===== src/rtl/rpe_pkg.sv =====
package rpe_pkg;
    localparam int NUM_CAUSES = 6;
    localparam int CODE_W     = 3;
    localparam int CODING_N   = 4;
    localparam int C_DESKEW   = 4;
    localparam int C_WRONGSYM = 5;

    typedef enum logic {
        ST_CLEAN   = 1'b0,
        ST_FLAGGED = 1'b1
    } rpe_state_t;
endpackage


===== src/rtl/rpe_lane_decode.sv =====
module rpe_lane_decode
    import rpe_pkg::*;
(
    input  logic [CODE_W-1:0]   code,
    input  logic                in_l0,
    input  logic                wrong_sym,
    output logic [CODING_N-1:0] coding_hit,
    output logic                sym_hit,
    output logic                lane_hit
);
    always_comb begin
        coding_hit = '0;
        if (in_l0) begin
            unique case (code)
                3'b100:  coding_hit[0] = 1'b1;
                3'b101:  coding_hit[1] = 1'b1;
                3'b110:  coding_hit[2] = 1'b1;
                3'b111:  coding_hit[3] = 1'b1;
                default: coding_hit    = '0;
            endcase
        end
    end

    assign sym_hit  = wrong_sym;
    assign lane_hit = (|coding_hit) | wrong_sym;
endmodule


===== src/rtl/rpe_cause_merge.sv =====
module rpe_cause_merge
    import rpe_pkg::*;
#(
    parameter int LANES = 4
) (
    input  logic [LANES*CODING_N-1:0] lane_coding,
    input  logic [LANES-1:0]          lane_sym,
    input  logic [LANES-1:0]          lane_hit,
    input  logic                      deskew_ovf,
    output logic [NUM_CAUSES-1:0]     cause_now,
    output logic [LANES-1:0]          lanes_now,
    output logic                      any_now
);
    logic [CODING_N-1:0] coding_or;

    always_comb begin
        coding_or = '0;
        for (int l = 0; l < LANES; l++) begin
            coding_or = coding_or | lane_coding[l*CODING_N +: CODING_N];
        end
        cause_now                   = '0;
        cause_now[CODING_N-1:0]     = coding_or;
        cause_now[C_DESKEW]         = deskew_ovf;
        cause_now[C_WRONGSYM]       = |lane_sym;
    end

    assign lanes_now = lane_hit;
    assign any_now   = |cause_now;
endmodule


===== src/rtl/rpe_sticky_fsm.sv =====
module rpe_sticky_fsm
    import rpe_pkg::*;
#(
    parameter int LANES = 4
) (
    input  logic                  clk,
    input  logic                  rst_n,
    input  logic                  clr,
    input  logic [NUM_CAUSES-1:0] cause_now,
    input  logic [LANES-1:0]      lanes_now,
    input  logic                  any_now,
    output logic                  err_pulse,
    output logic [NUM_CAUSES-1:0] cause_sticky,
    output logic [LANES-1:0]      lane_sticky
);
    rpe_state_t state, state_nxt;

    always_comb begin
        state_nxt = state;
        unique case (state)
            ST_CLEAN:   if (any_now)         state_nxt = ST_FLAGGED;
            ST_FLAGGED: if (clr && !any_now) state_nxt = ST_CLEAN;
            default:                         state_nxt = ST_CLEAN;
        endcase
    end

    always_ff @(posedge clk) begin
        if (!rst_n) state <= ST_CLEAN;
        else        state <= state_nxt;
    end

    always_ff @(posedge clk) begin
        if (!rst_n) begin
            err_pulse    <= 1'b0;
            cause_sticky <= '0;
            lane_sticky  <= '0;
        end else begin
            err_pulse    <= any_now;
            cause_sticky <= (clr ? '0 : cause_sticky) | cause_now;
            lane_sticky  <= (clr ? '0 : lane_sticky)  | lanes_now;
        end
    end


    pulse_flagged_chk: assert property (@(posedge clk) disable iff (!rst_n)
        err_pulse |-> (state == ST_FLAGGED));


    sticky_hold_chk: assert property (@(posedge clk) disable iff (!rst_n)
        !clr |=> ((cause_sticky & $past(cause_sticky)) == $past(cause_sticky)
                  && (lane_sticky & $past(lane_sticky)) == $past(lane_sticky)));


    clear_empty_chk: assert property (@(posedge clk) disable iff (!rst_n)
        (clr && !any_now) |=> (cause_sticky == '0 && lane_sticky == '0 && state == ST_CLEAN));


    clean_state_chk: assert property (@(posedge clk) disable iff (!rst_n)
        (state == ST_CLEAN) |-> (cause_sticky == '0 && lane_sticky == '0));
endmodule


===== src/rtl/rx_port_err_agg.sv =====
module rx_port_err_agg
    import rpe_pkg::*;
#(
    parameter int LANES = 4
) (
    input  logic                    clk,
    input  logic                    rst_n,
    input  logic [LANES*CODE_W-1:0] rx_code,
    input  logic [LANES-1:0]        lane_in_l0,
    input  logic [LANES-1:0]        wrong_lane_sym,
    input  logic                    deskew_ovf,
    input  logic                    clr,
    output logic                    err_pulse,
    output logic [NUM_CAUSES-1:0]   cause_sticky,
    output logic [LANES-1:0]        lane_sticky
);
    localparam int CODING_W = LANES * CODING_N;

    logic [CODING_W-1:0]   lane_coding;
    logic [LANES-1:0]      lane_sym;
    logic [LANES-1:0]      lane_hit;
    logic [NUM_CAUSES-1:0] cause_now;
    logic [LANES-1:0]      lanes_now;
    logic                  any_now;

    for (genvar g = 0; g < LANES; g++) begin : g_lane
        rpe_lane_decode u_dec (
            .code       (rx_code[g*CODE_W +: CODE_W]),
            .in_l0      (lane_in_l0[g]),
            .wrong_sym  (wrong_lane_sym[g]),
            .coding_hit (lane_coding[g*CODING_N +: CODING_N]),
            .sym_hit    (lane_sym[g]),
            .lane_hit   (lane_hit[g])
        );
    end

    rpe_cause_merge #(.LANES(LANES)) u_merge (
        .lane_coding (lane_coding),
        .lane_sym    (lane_sym),
        .lane_hit    (lane_hit),
        .deskew_ovf  (deskew_ovf),
        .cause_now   (cause_now),
        .lanes_now   (lanes_now),
        .any_now     (any_now)
    );

    rpe_sticky_fsm #(.LANES(LANES)) u_fsm (
        .clk          (clk),
        .rst_n        (rst_n),
        .clr          (clr),
        .cause_now    (cause_now),
        .lanes_now    (lanes_now),
        .any_now      (any_now),
        .err_pulse    (err_pulse),
        .cause_sticky (cause_sticky),
        .lane_sticky  (lane_sticky)
    );


    mask_cause_chk: assert property (@(posedge clk) disable iff (!rst_n)
        (|lane_sticky) |-> ((|cause_sticky[CODING_N-1:0]) || cause_sticky[C_WRONGSYM]));


    deskew_only_chk: assert property (@(posedge clk) disable iff (!rst_n)
        (deskew_ovf && !clr && lane_hit == '0) |=> (lane_sticky == $past(lane_sticky)));


    pulse_src_chk: assert property (@(posedge clk) disable iff (!rst_n)
        (rx_code == '0 && wrong_lane_sym == '0 && !deskew_ovf) |=> !err_pulse);
endmodule


===== config.mk =====
export PLATFORM = sky130hd
export DESIGN_NAME = rx_port_err_agg
export DESIGN_NICKNAME = d
export VERILOG_FILES = /design/src/rtl/rpe_pkg.sv /design/src/rtl/rpe_lane_decode.sv /design/src/rtl/rpe_cause_merge.sv /design/src/rtl/rpe_sticky_fsm.sv /design/src/rtl/rx_port_err_agg.sv
export SDC_FILE = /design/constraint.sdc
export NUM_CORES = 1
export LEC_CHECK = 0
export BUFFER_PORTS_ARGS = -buffer_cell sky130_fd_sc_hd__buf_2
export CAP_MARGIN = 20
export CORE_AREA = 2 2 39 41
export CTS_BUF_LIST = sky130_fd_sc_hd__clkbuf_8
export CTS_CLUSTER_DIAMETER = 40
export DETAILED_ROUTE_END_ITERATION = 10
export DIE_AREA = 0 0 41 43
export HOLD_SLACK_MARGIN = 0.15
export PLACE_DENSITY_LB_ADDON = 0.2
export SYNTH_ARGS = -nofsm -noshare
export SYNTH_HDL_FRONTEND = slang
export SYNTH_SLANG_ARGS = --single-unit

===== constraint.sdc =====
create_clock -name clk -period 1.5 [get_ports clk]
set_input_delay 0.3 -clock clk [delete_from_list [all_inputs] [get_ports clk]]
set_output_delay 0.3 -clock clk [all_outputs]
set_load 0.01 [all_outputs]

==> qor.log, run 1 <==
INFO  critical_path  critical_path.startpoint=lane_in_l0[3]
INFO  run_status     status=completed
INFO  timing         tightest_slew=0.3460ns
INFO  floorplanning  starting_density_of_the_core=0.3978
INFO  cts            clock_tree.root_cell=sky130_fd_sc_hd__clkbuf_8
INFO  timing         final-setup-viol-count=0
INFO  floorplanning  fp.dieH=43um
INFO  timing         final_max_slew_viol_count=0
INFO  drt            finalWirelength=1.350mm
INFO  timing         final_min_period_over_clock_period=0.6843
INFO  cts            clock_latency=0.23ns
INFO  cts            tritoncts=built
INFO  critical_path  startpoint_type=input port
INFO  global_routing groute.layer.met3.usage=0.02618
INFO  timing         hold_slack=0.2953ns
INFO  critical_path  path_class=input port to flop
INFO  place          place.detailed.hpwl=1.115mm
INFO  hold_path      timing.hold.worst_endpoint=u_fsm.cause_sticky[4]
INFO  synth          synth-seq-area-share=0.4000
INFO  synth          yosys_warnings=0
INFO  synth          post_synth_inst_count=65
INFO  cts            cts.sink_count=11
INFO  cts            cts_hold_buffers=0
INFO  hold_path      holdPathStages=3
INFO  timing         max_freq=974.2MHz
INFO  global_routing gr_met1_demand_resource=0.2197
INFO  place          place.port_buffers=34
INFO  critical_path  regToRegSetupSlack=0.67ns
INFO  critical_path  critical_r2r_launch=u_fsm.cause_sticky[0]
INFO  timing         clock-skew-final=0ns
INFO  cts            h_tree_lvl_count=1
INFO  drt            route.detailed.drc=0
INFO  synth          postSynthRegisterBits=11
INFO  timing         rsz_0062_raised_after_global_routing=false
INFO  cts            clk_transition_reported_paths=0.05ns
INFO  cells_and_area layout-drive-gt1-share=0.4412
INFO  cts            cts_buffer_depth=2
INFO  global_routing first_global_vias=548
INFO  synth          synth_area=550.5squm
INFO  hold_path      min-delay-path-class=input port to flop
INFO  drt            drtIter0Drc=7
INFO  timing         hold_viol=0
INFO  drt            vias=613
INFO  cts            post-cts-setup-buffer-count=0
INFO  global_routing grt_use_total=0.1818
INFO  drt            average_via_count_per_standard_cell=5.195
INFO  power_and_ir_drop ir_worst_vdd=0.0008885V
INFO  timing         final_period_minus_worst_setup_slack=1.027ns
INFO  global_routing gr-max-usage-layer=met2
INFO  run            max-cap-violations=0
INFO  critical_path  r2r.worst_path.cells=2
INFO  global_routing antenna_found_initial=0
INFO  floorplanning  coreArea=0.001384sqmm
INFO  drt            postRouteAntennaNets=0
INFO  cts            postCtsResizedCells=0
INFO  floorplanning  io_pins=35
INFO  global_routing grt_start_max_net_pins=12
INFO  floorplanning  fp-row-count=14
INFO  floorplanning  design.die.area=0.001763sqmm
INFO  global_routing globalRouteOverflowTotal=0
INFO  cells_and_area finalNetCount=127
INFO  critical_path  crit_fanout=3
INFO  power_and_ir_drop p_leak=0.3743nW
INFO  critical_path  worstSetupEndpointType=flop
INFO  cts            cts_made_buffers=3
INFO  power_and_ir_drop cellPowerDensity=961.0mW/mm^2
INFO  floorplanning  dieWidth=41um
INFO  critical_path  cp_data_required_time=1.60ns
INFO  cells_and_area antenna-diode-count=0
INFO  drt            avgRoutedWirePerCell=11.44um
INFO  timing         fin_setup_tns=0ns
INFO  synth          synthDistinctLibCells=20
INFO  hold_path      holdCritStartpoint=deskew_ovf
INFO  drt            drt_first_pass_iters=4
INFO  global_routing grtUsageMet2=0.2750
INFO  global_routing grt_pass1_wl=2.145mm
INFO  critical_path  r2r-end=u_fsm.cause_sticky[0]
INFO  synth          avgSynthCellArea=8.470squm
INFO  critical_path  worst-endpoint-arrival=1.12ns
INFO  place          gp_routability_congestion=0.7541
INFO  cells_and_area area_delta_synth_final=42.05%
INFO  synth          syn_nets=89
INFO  timing         relSlewSlack=0.7691
kinds of logic after synthesis:
kind of cell,after synthesis,synth area share
buffers and inverters,7,0.04772
and+or+nand+nor,27,0.2318
DFF,11,0.4000
AOI/OAI and AO/OA,20,0.3205
synth_stat cells:
master                      number  area share
sky130_fd_sc_hd__dfxtp_1        11        0.40
sky130_fd_sc_hd__a21oi_1         9       0.082
sky130_fd_sc_hd__nor2_1          9       0.061
sky130_fd_sc_hd__nand2_1         8       0.055
sky130_fd_sc_hd__inv_1           5       0.034
sky130_fd_sc_hd__nand3_1         4       0.036
sky130_fd_sc_hd__a221oi_1        3       0.048
sky130_fd_sc_hd__o22ai_1         3       0.034
sky130_fd_sc_hd__nor3_1          2       0.018
sky130_fd_sc_hd__a2111oi_2       1       0.027
sky130_fd_sc_hd__a221oi_2        1       0.027
sky130_fd_sc_hd__a41oi_2         1       0.030
sky130_fd_sc_hd__clkbuf_1        1      0.0068
sky130_fd_sc_hd__inv_2           1      0.0068
sky130_fd_sc_hd__nor2b_1         1       0.011
sky130_fd_sc_hd__nor4_1          1       0.011
sky130_fd_sc_hd__nor4_2          1       0.023
sky130_fd_sc_hd__o22ai_2         1       0.023
sky130_fd_sc_hd__o32ai_4         1       0.050
sky130_fd_sc_hd__or2_4           1       0.016
routing by layer:
metal | up-vias | routed length, um
met5 | - | 0
met4 | 0 | 51
met3 | 7 | 93
met2 | 24 | 626
met1 | 269 | 578
li1 | 313 | -
how the worst max path moves through the flow:
| stage | end | slack [ns] | depth (start not counted) |
|---|---|---|---|
| floorplan | u_fsm.err_pulse | 0.48 | 4 |
| global route | u_fsm.err_pulse | 0.38 | 5 |
| detailed placement | u_fsm.err_pulse | 0.23 | 5 |
| finish | u_fsm.err_pulse | 0.47 | 5 |
| CTS | u_fsm.err_pulse | 0.48 | 5 |
| global placement | u_fsm.err_pulse | 0.26 | 5 |
critical path, cell delays in order:
cell                       delay, ns
sky130_fd_sc_hd__buf_2          0.11
sky130_fd_sc_hd__nand2_1        0.12
sky130_fd_sc_hd__nor2_1         0.07
sky130_fd_sc_hd__a221oi_2       0.37
sky130_fd_sc_hd__a41oi_2        0.15
cell usage in the layout (no fill, tap or decap):
cell | Yosys | layout
sky130_fd_sc_hd__a21oi_1 | 9 | 9
sky130_fd_sc_hd__nor4_2 | 1 | 1
sky130_fd_sc_hd__o32ai_4 | 1 | 1
sky130_fd_sc_hd__or2_4 | 1 | 1
sky130_fd_sc_hd__a41oi_2 | 1 | 1
sky130_fd_sc_hd__nor3_1 | 2 | 2
sky130_fd_sc_hd__o22ai_1 | 3 | 3
sky130_fd_sc_hd__clkbuf_8 | 0 | 3
sky130_fd_sc_hd__nor2_1 | 9 | 9
sky130_fd_sc_hd__nand3_1 | 4 | 4
sky130_fd_sc_hd__nand2_1 | 8 | 8
sky130_fd_sc_hd__inv_2 | 1 | 1
sky130_fd_sc_hd__o22ai_2 | 1 | 1
sky130_fd_sc_hd__nor4_1 | 1 | 1
sky130_fd_sc_hd__inv_1 | 5 | 6
sky130_fd_sc_hd__nor2b_1 | 1 | 1
sky130_fd_sc_hd__dfxtp_1 | 11 | 11
sky130_fd_sc_hd__a221oi_1 | 3 | 3
sky130_fd_sc_hd__buf_2 | 0 | 34
sky130_fd_sc_hd__a2111oi_2 | 1 | 1
sky130_fd_sc_hd__a221oi_2 | 1 | 1
registers in the layout (all words and copies together), names as in the netlist:
register / cells
u_fsm.cause_sticky: 6
u_fsm.err_pulse: 1
u_fsm.lane_sticky: 4
layout make-up:
type	count	area, sq um
clock buffer	3	41.29
clock inverter	1	3.754
fill	139	601.8
inverter	6	22.52
multi-input combinational	47	304.0
sequential	11	220.2
tap	16	20.02
timing repair buffer	34	170.2
metrics by stage:
| stage | cell area, sq um | instances | util | setup WS (ns) | power (mW) |
|---|---|---|---|---|---|
| floorplan | 550.5 | 65 | - | 0.4758 | 0.4037 |
| global placement | 737.0 | 114 | 0.5326 | 0.2588 | 0.4771 |
| detailed placement | 737.0 | 114 | 0.5326 | 0.2306 | 0.4788 |
| CTS | 782.0 | 118 | 0.5651 | 0.4771 | 0.7655 |
| global route | 782.0 | 118 | 0.5651 | 0.3819 | 0.7900 |
| finish | 782.0 | 118 | 0.5651 | 0.4735 | 0.7515 |
power by group:
| part | total [mW] | internal [mW] | switching (mW) | leakage [nW] |
|---|---|---|---|---|
| logic | 0.149 | 0.0680 | 0.0813 | 0.256 |
| registers | 0.323 | 0.314 | 0.00893 | 0.0917 |
| clock network | 0.279 | 0.179 | 0.100 | 0.0269 |
| total | 0.752 | 0.561 | 0.191 | 0.374 |
Note: power is estimated with default switching activity, not from simulation.
==> run 2: changes to the inputs <==
--- a/config.mk
+++ b/config.mk
@@ -5,13 +5,13 @@
 export SDC_FILE = /design/constraint.sdc
 export NUM_CORES = 1
 export LEC_CHECK = 0
+export ABC_AREA = 1
 export BUFFER_PORTS_ARGS = -buffer_cell sky130_fd_sc_hd__buf_2
 export CAP_MARGIN = 20
-export CORE_AREA = 2 2 39 41
+export CORE_UTILIZATION = 38
 export CTS_BUF_LIST = sky130_fd_sc_hd__clkbuf_8
 export CTS_CLUSTER_DIAMETER = 40
 export DETAILED_ROUTE_END_ITERATION = 10
-export DIE_AREA = 0 0 41 43
 export HOLD_SLACK_MARGIN = 0.15
 export PLACE_DENSITY_LB_ADDON = 0.2
 export SYNTH_ARGS = -nofsm -noshare
==> constraint.sdc (replaced) <==
create_clock -name clk -period 0.94 [get_ports clk]
set_input_delay 0.188 -clock clk [delete_from_list [all_inputs] [get_ports clk]]
set_output_delay 0.188 -clock clk [all_outputs]
set_load 0.01 [all_outputs]
==> run 2 against run 1 <==
Against the previous run: routed wire length grew 18%; global-route usage up 4.5 points; sequential cell count unchanged; total power grew 65%; die area decreased by 7.4%; first-iteration DRC count up 43%; sequential share of layout area is 2.2 points lower; area after synthesis increased by 1.8%; design area rose by 8.5%; register-to-register slack got worse by 0.49 ns.
==> qor.log, run 2 <==
INFO  drt            route.detailed.drc=0
INFO  synth          postSynth.topFlopCell=sky130_fd_sc_hd__dfxtp_1
INFO  cells_and_area area_delta_synth_final=51.34%
INFO  cells_and_area antenna-diode-count=0
INFO  critical_path  r2r.worst_path.cells=3
INFO  power_and_ir_drop ir_worst_vdd=0.0008811V
INFO  run            max-cap-violations=0
INFO  critical_path  worstSetupEndpointType=output port
INFO  timing         hold_viol=0
INFO  critical_path  timing.critical_path.cells=buf_2
INFO  drt            postRouteAntennaNets=0
INFO  global_routing grt_use_total=0.2272
INFO  hold_path      holdPathStages=3
INFO  synth          yosys_warnings=0
INFO  global_routing grt_pass1_wl=2.311mm
INFO  synth          synthDistinctLibCells=12
INFO  synth          avgSynthCellArea=6.518squm
INFO  synth          top_cells_by_area_synth=sky130_fd_sc_hd__dfxtp_1, sky130_fd_sc_hd__nand4_1, sky130_fd_sc_hd__nand2_1
INFO  timing         clock-skew-final=0ns
INFO  cells_and_area registers.top_by_ff_count=u_fsm.cause_sticky
INFO  power_and_ir_drop cellPowerDensity=1459mW/mm^2
INFO  timing         final-setup-viol-count=0
INFO  synth          synth_top_area_share=0.3929
INFO  cts            postCtsResizedCells=0
INFO  drt            avgRoutedWirePerCell=11.04um
INFO  critical_path  r2r-end=u_fsm.cause_sticky[5]
INFO  drt            drt_first_pass_iters=4
INFO  critical_path  cp_data_required_time=0.75ns
INFO  cells_and_area fin_cells=144
INFO  timing         finalWorstSetupSlack=0.03822ns
INFO  cts            cts_buffer_depth=2
INFO  power_and_ir_drop internal_power=0.9098mW
INFO  place          place.port_buffers=34
INFO  synth          synth_area=560.5squm
INFO  critical_path  regToRegSetupSlack=0.18ns
INFO  hold_path      timing.hold.worst_endpoint=u_fsm.cause_sticky[4]
INFO  hold_path      min-delay-path-class=input port to flop
INFO  floorplanning  starting_density_of_the_core=0.4203
INFO  cells_and_area layout-drive-gt1-share=0.3643
INFO  power_and_ir_drop clkPwrFrac=0.372
INFO  timing         max_freq=1109MHz
INFO  floorplanning  coreArea=0.001334sqmm
INFO  critical_path  critical_r2r_launch=u_fsm.cause_sticky[5]
INFO  cells_and_area layout_top_registers=u_fsm.cause_sticky (6), u_fsm.lane_sticky (4), u_fsm.err_pulse (1)
INFO  cts            h_tree_lvl_count=1
INFO  timing         fin_setup_tns=0ns
INFO  power_and_ir_drop p_leak=0.4790nW
INFO  power_and_ir_drop power_switching=0.3275mW
INFO  floorplanning  design.die.area=0.001633sqmm
INFO  floorplanning  io_pins=35
INFO  power_and_ir_drop power.share.sequential=0.418
INFO  drt            drtIter0Drc=10
INFO  place          place.detailed.hpwl=1.266mm
INFO  global_routing grt_start_max_net_pins=11
INFO  cells_and_area finalNetCount=154
INFO  synth          synth-seq-area-share=0.3929
INFO  cells_and_area mostFrequentLayoutCell=sky130_fd_sc_hd__buf_2
INFO  cts            tritoncts=built
INFO  critical_path  critical-path-max-stage-delay=0.34ns
INFO  floorplanning  fp.dieH=40.41um
INFO  floorplanning  fp-row-count=13
INFO  cells_and_area nFillCells=136
INFO  timing         tightest_slew=0.2593ns
INFO  global_routing globalRouteOverflowTotal=0
INFO  drt            average_via_count_per_standard_cell=4.889
INFO  power_and_ir_drop power.share.combinational=0.210
INFO  synth          synth_top_cell_by_area=sky130_fd_sc_hd__dfxtp_1
INFO  synth          synth.top_cells.by_count=sky130_fd_sc_hd__nand2_1, sky130_fd_sc_hd__a21oi_1, sky130_fd_sc_hd__nand4_1
INFO  cells_and_area largest_register_ff_count=6
INFO  cts            clk_transition_reported_paths=0.05ns
INFO  cts            clock_tree.root_cell=sky130_fd_sc_hd__clkbuf_8
INFO  critical_path  worst_path_max_delay_cell=sky130_fd_sc_hd__dfxtp_1
INFO  drt            finalWirelength=1.590mm
INFO  place          place.detailed.instances=140
INFO  synth          number_of_synthesized_flops_with_an_enable_pin=0
INFO  hold_path      holdCritStartpoint=deskew_ovf
INFO  timing         rsz_0062_raised_after_global_routing=false
INFO  cts            post-cts-setup-buffer-count=0
INFO  cells_and_area most-common-layout-cells=sky130_fd_sc_hd__buf_2, sky130_fd_sc_hd__nand2_1, sky130_fd_sc_hd__a21oi_1, sky130_fd_sc_hd__nand4_1
INFO  floorplanning  dieWidth=40.41um
INFO  cts            cts_made_buffers=3
INFO  timing         relSlewSlack=0.8261
INFO  cts            clock_latency=0.24ns
INFO  global_routing first_global_vias=595
INFO  synth          leading_cell_type_by_number_of_instances_after_synthesis=sky130_fd_sc_hd__nand2_1
INFO  cts            cts.sink_count=11
INFO  timing         final_max_slew_viol_count=0
INFO  synth          postSynth.asyncResetShare=0
INFO  synth          post_synth_inst_count=86
INFO  power_and_ir_drop post-layout-total-power=1.237mW
INFO  timing         final_min_period_over_clock_period=0.9593
INFO  place          pre_cts_ws=-0.06189ns
INFO  critical_path  worst-endpoint-arrival=0.71ns
INFO  critical_path  timing.critical_path.buf_inv=1
INFO  critical_path  timing.critical_path.max_delay_family=flip-flops
INFO  place          gp_routability_congestion=0.8513
INFO  critical_path  startpoint_type=flop
INFO  power_and_ir_drop sw_frac_of_total=0.2647
INFO  run_status     status=completed
INFO  synth          postSynthRegisterBits=11
INFO  drt            vias=704
INFO  critical_path  path_class=flop to output port
INFO  critical_path  crit_fanout=2
INFO  cts            cts_hold_buffers=0
INFO  global_routing antenna_found_initial=0
INFO  timing         final_period_minus_worst_setup_slack=0.9018ns
INFO  synth          syn_nets=110
run 2: cell count changes in the layout (fill, tap and decap cells not counted), sizes merged, moves of 4 or more:
cell	change
nand2	+13
nand4	+13
inv	+4
nor2	+4
o22ai	-4
a21oi	+4
a221oi	-4
buf	+6
run 2: worst max-delay path by stage:
stage                                      from         endpoint  cells after the start
final                     u_fsm.cause_sticky[3]  cause_sticky[3]                      1
after global placement            lane_in_l0[2]  u_fsm.err_pulse                      9
after global routing      u_fsm.cause_sticky[3]  cause_sticky[3]                      1
after detailed placement          lane_in_l0[2]  u_fsm.err_pulse                      9
after CTS                 u_fsm.cause_sticky[3]  cause_sticky[3]                      1
after floorplan                   lane_in_l0[2]  u_fsm.err_pulse                      8
run 2: power by group through the flow:
stage | logic, mW | clock network, mW | registers [mW]
floorplan | 0.0863 | 0 | 0.541
global placement | 0.251 | 0 | 0.524
detailed placement | 0.259 | 0 | 0.525
CTS | 0.261 | 0.471 | 0.517
global route | 0.286 | 0.497 | 0.520
finish | 0.260 | 0.461 | 0.517
run 2: metrics by stage:
step	util	hold slack (ns)	area [sq um]
2_1_floorplan	-	0.3054	560.5
3_3_place_gp	0.6023	0.4253	803.3
3_5_place_dp	0.6023	0.4284	803.3
4_1_cts	0.6360	0.1837	848.3
5_1_grt	0.6360	0.1941	848.3
6_report	0.6360	0.1777	848.3
run 2: cells by family after synthesis:
logic type / synth area share
AO/OA/AOI/OAI: 0.1161
flip-flops: 0.3929
AND/OR/NAND/NOR: 0.4107
buffers and inverters: 0.08033
run 2: area by class of cell:
type	instances	area (sq um)	area share
flip-flops and latches	11	220.2	0.2596
clock inverters	1	3.754	0.004425
inverters	11	41.29	0.04867
well taps	15	18.77	0.02212
repair buffers	40	227.7	0.2684
clock buffers	3	41.29	0.04867
multi-input cells	63	295.3	0.3481
run 2: worst reg2reg max path: stages, from the launching register on:
cell and delay, ns:
sky130_fd_sc_hd__dfxtp_1 0.33, sky130_fd_sc_hd__a21oi_1 0.06, sky130_fd_sc_hd__or2_2 0.27, sky130_fd_sc_hd__inv_1 0.05
run 2: metal layers:
layer	track usage	up-vias	part of all wire
li1	-	378	-
met1	0.2367	293	0.43
met2	0.4008	29	0.47
met3	0.06667	4	0.070
met4	0.1250	0	0.025
met5	0	-	0
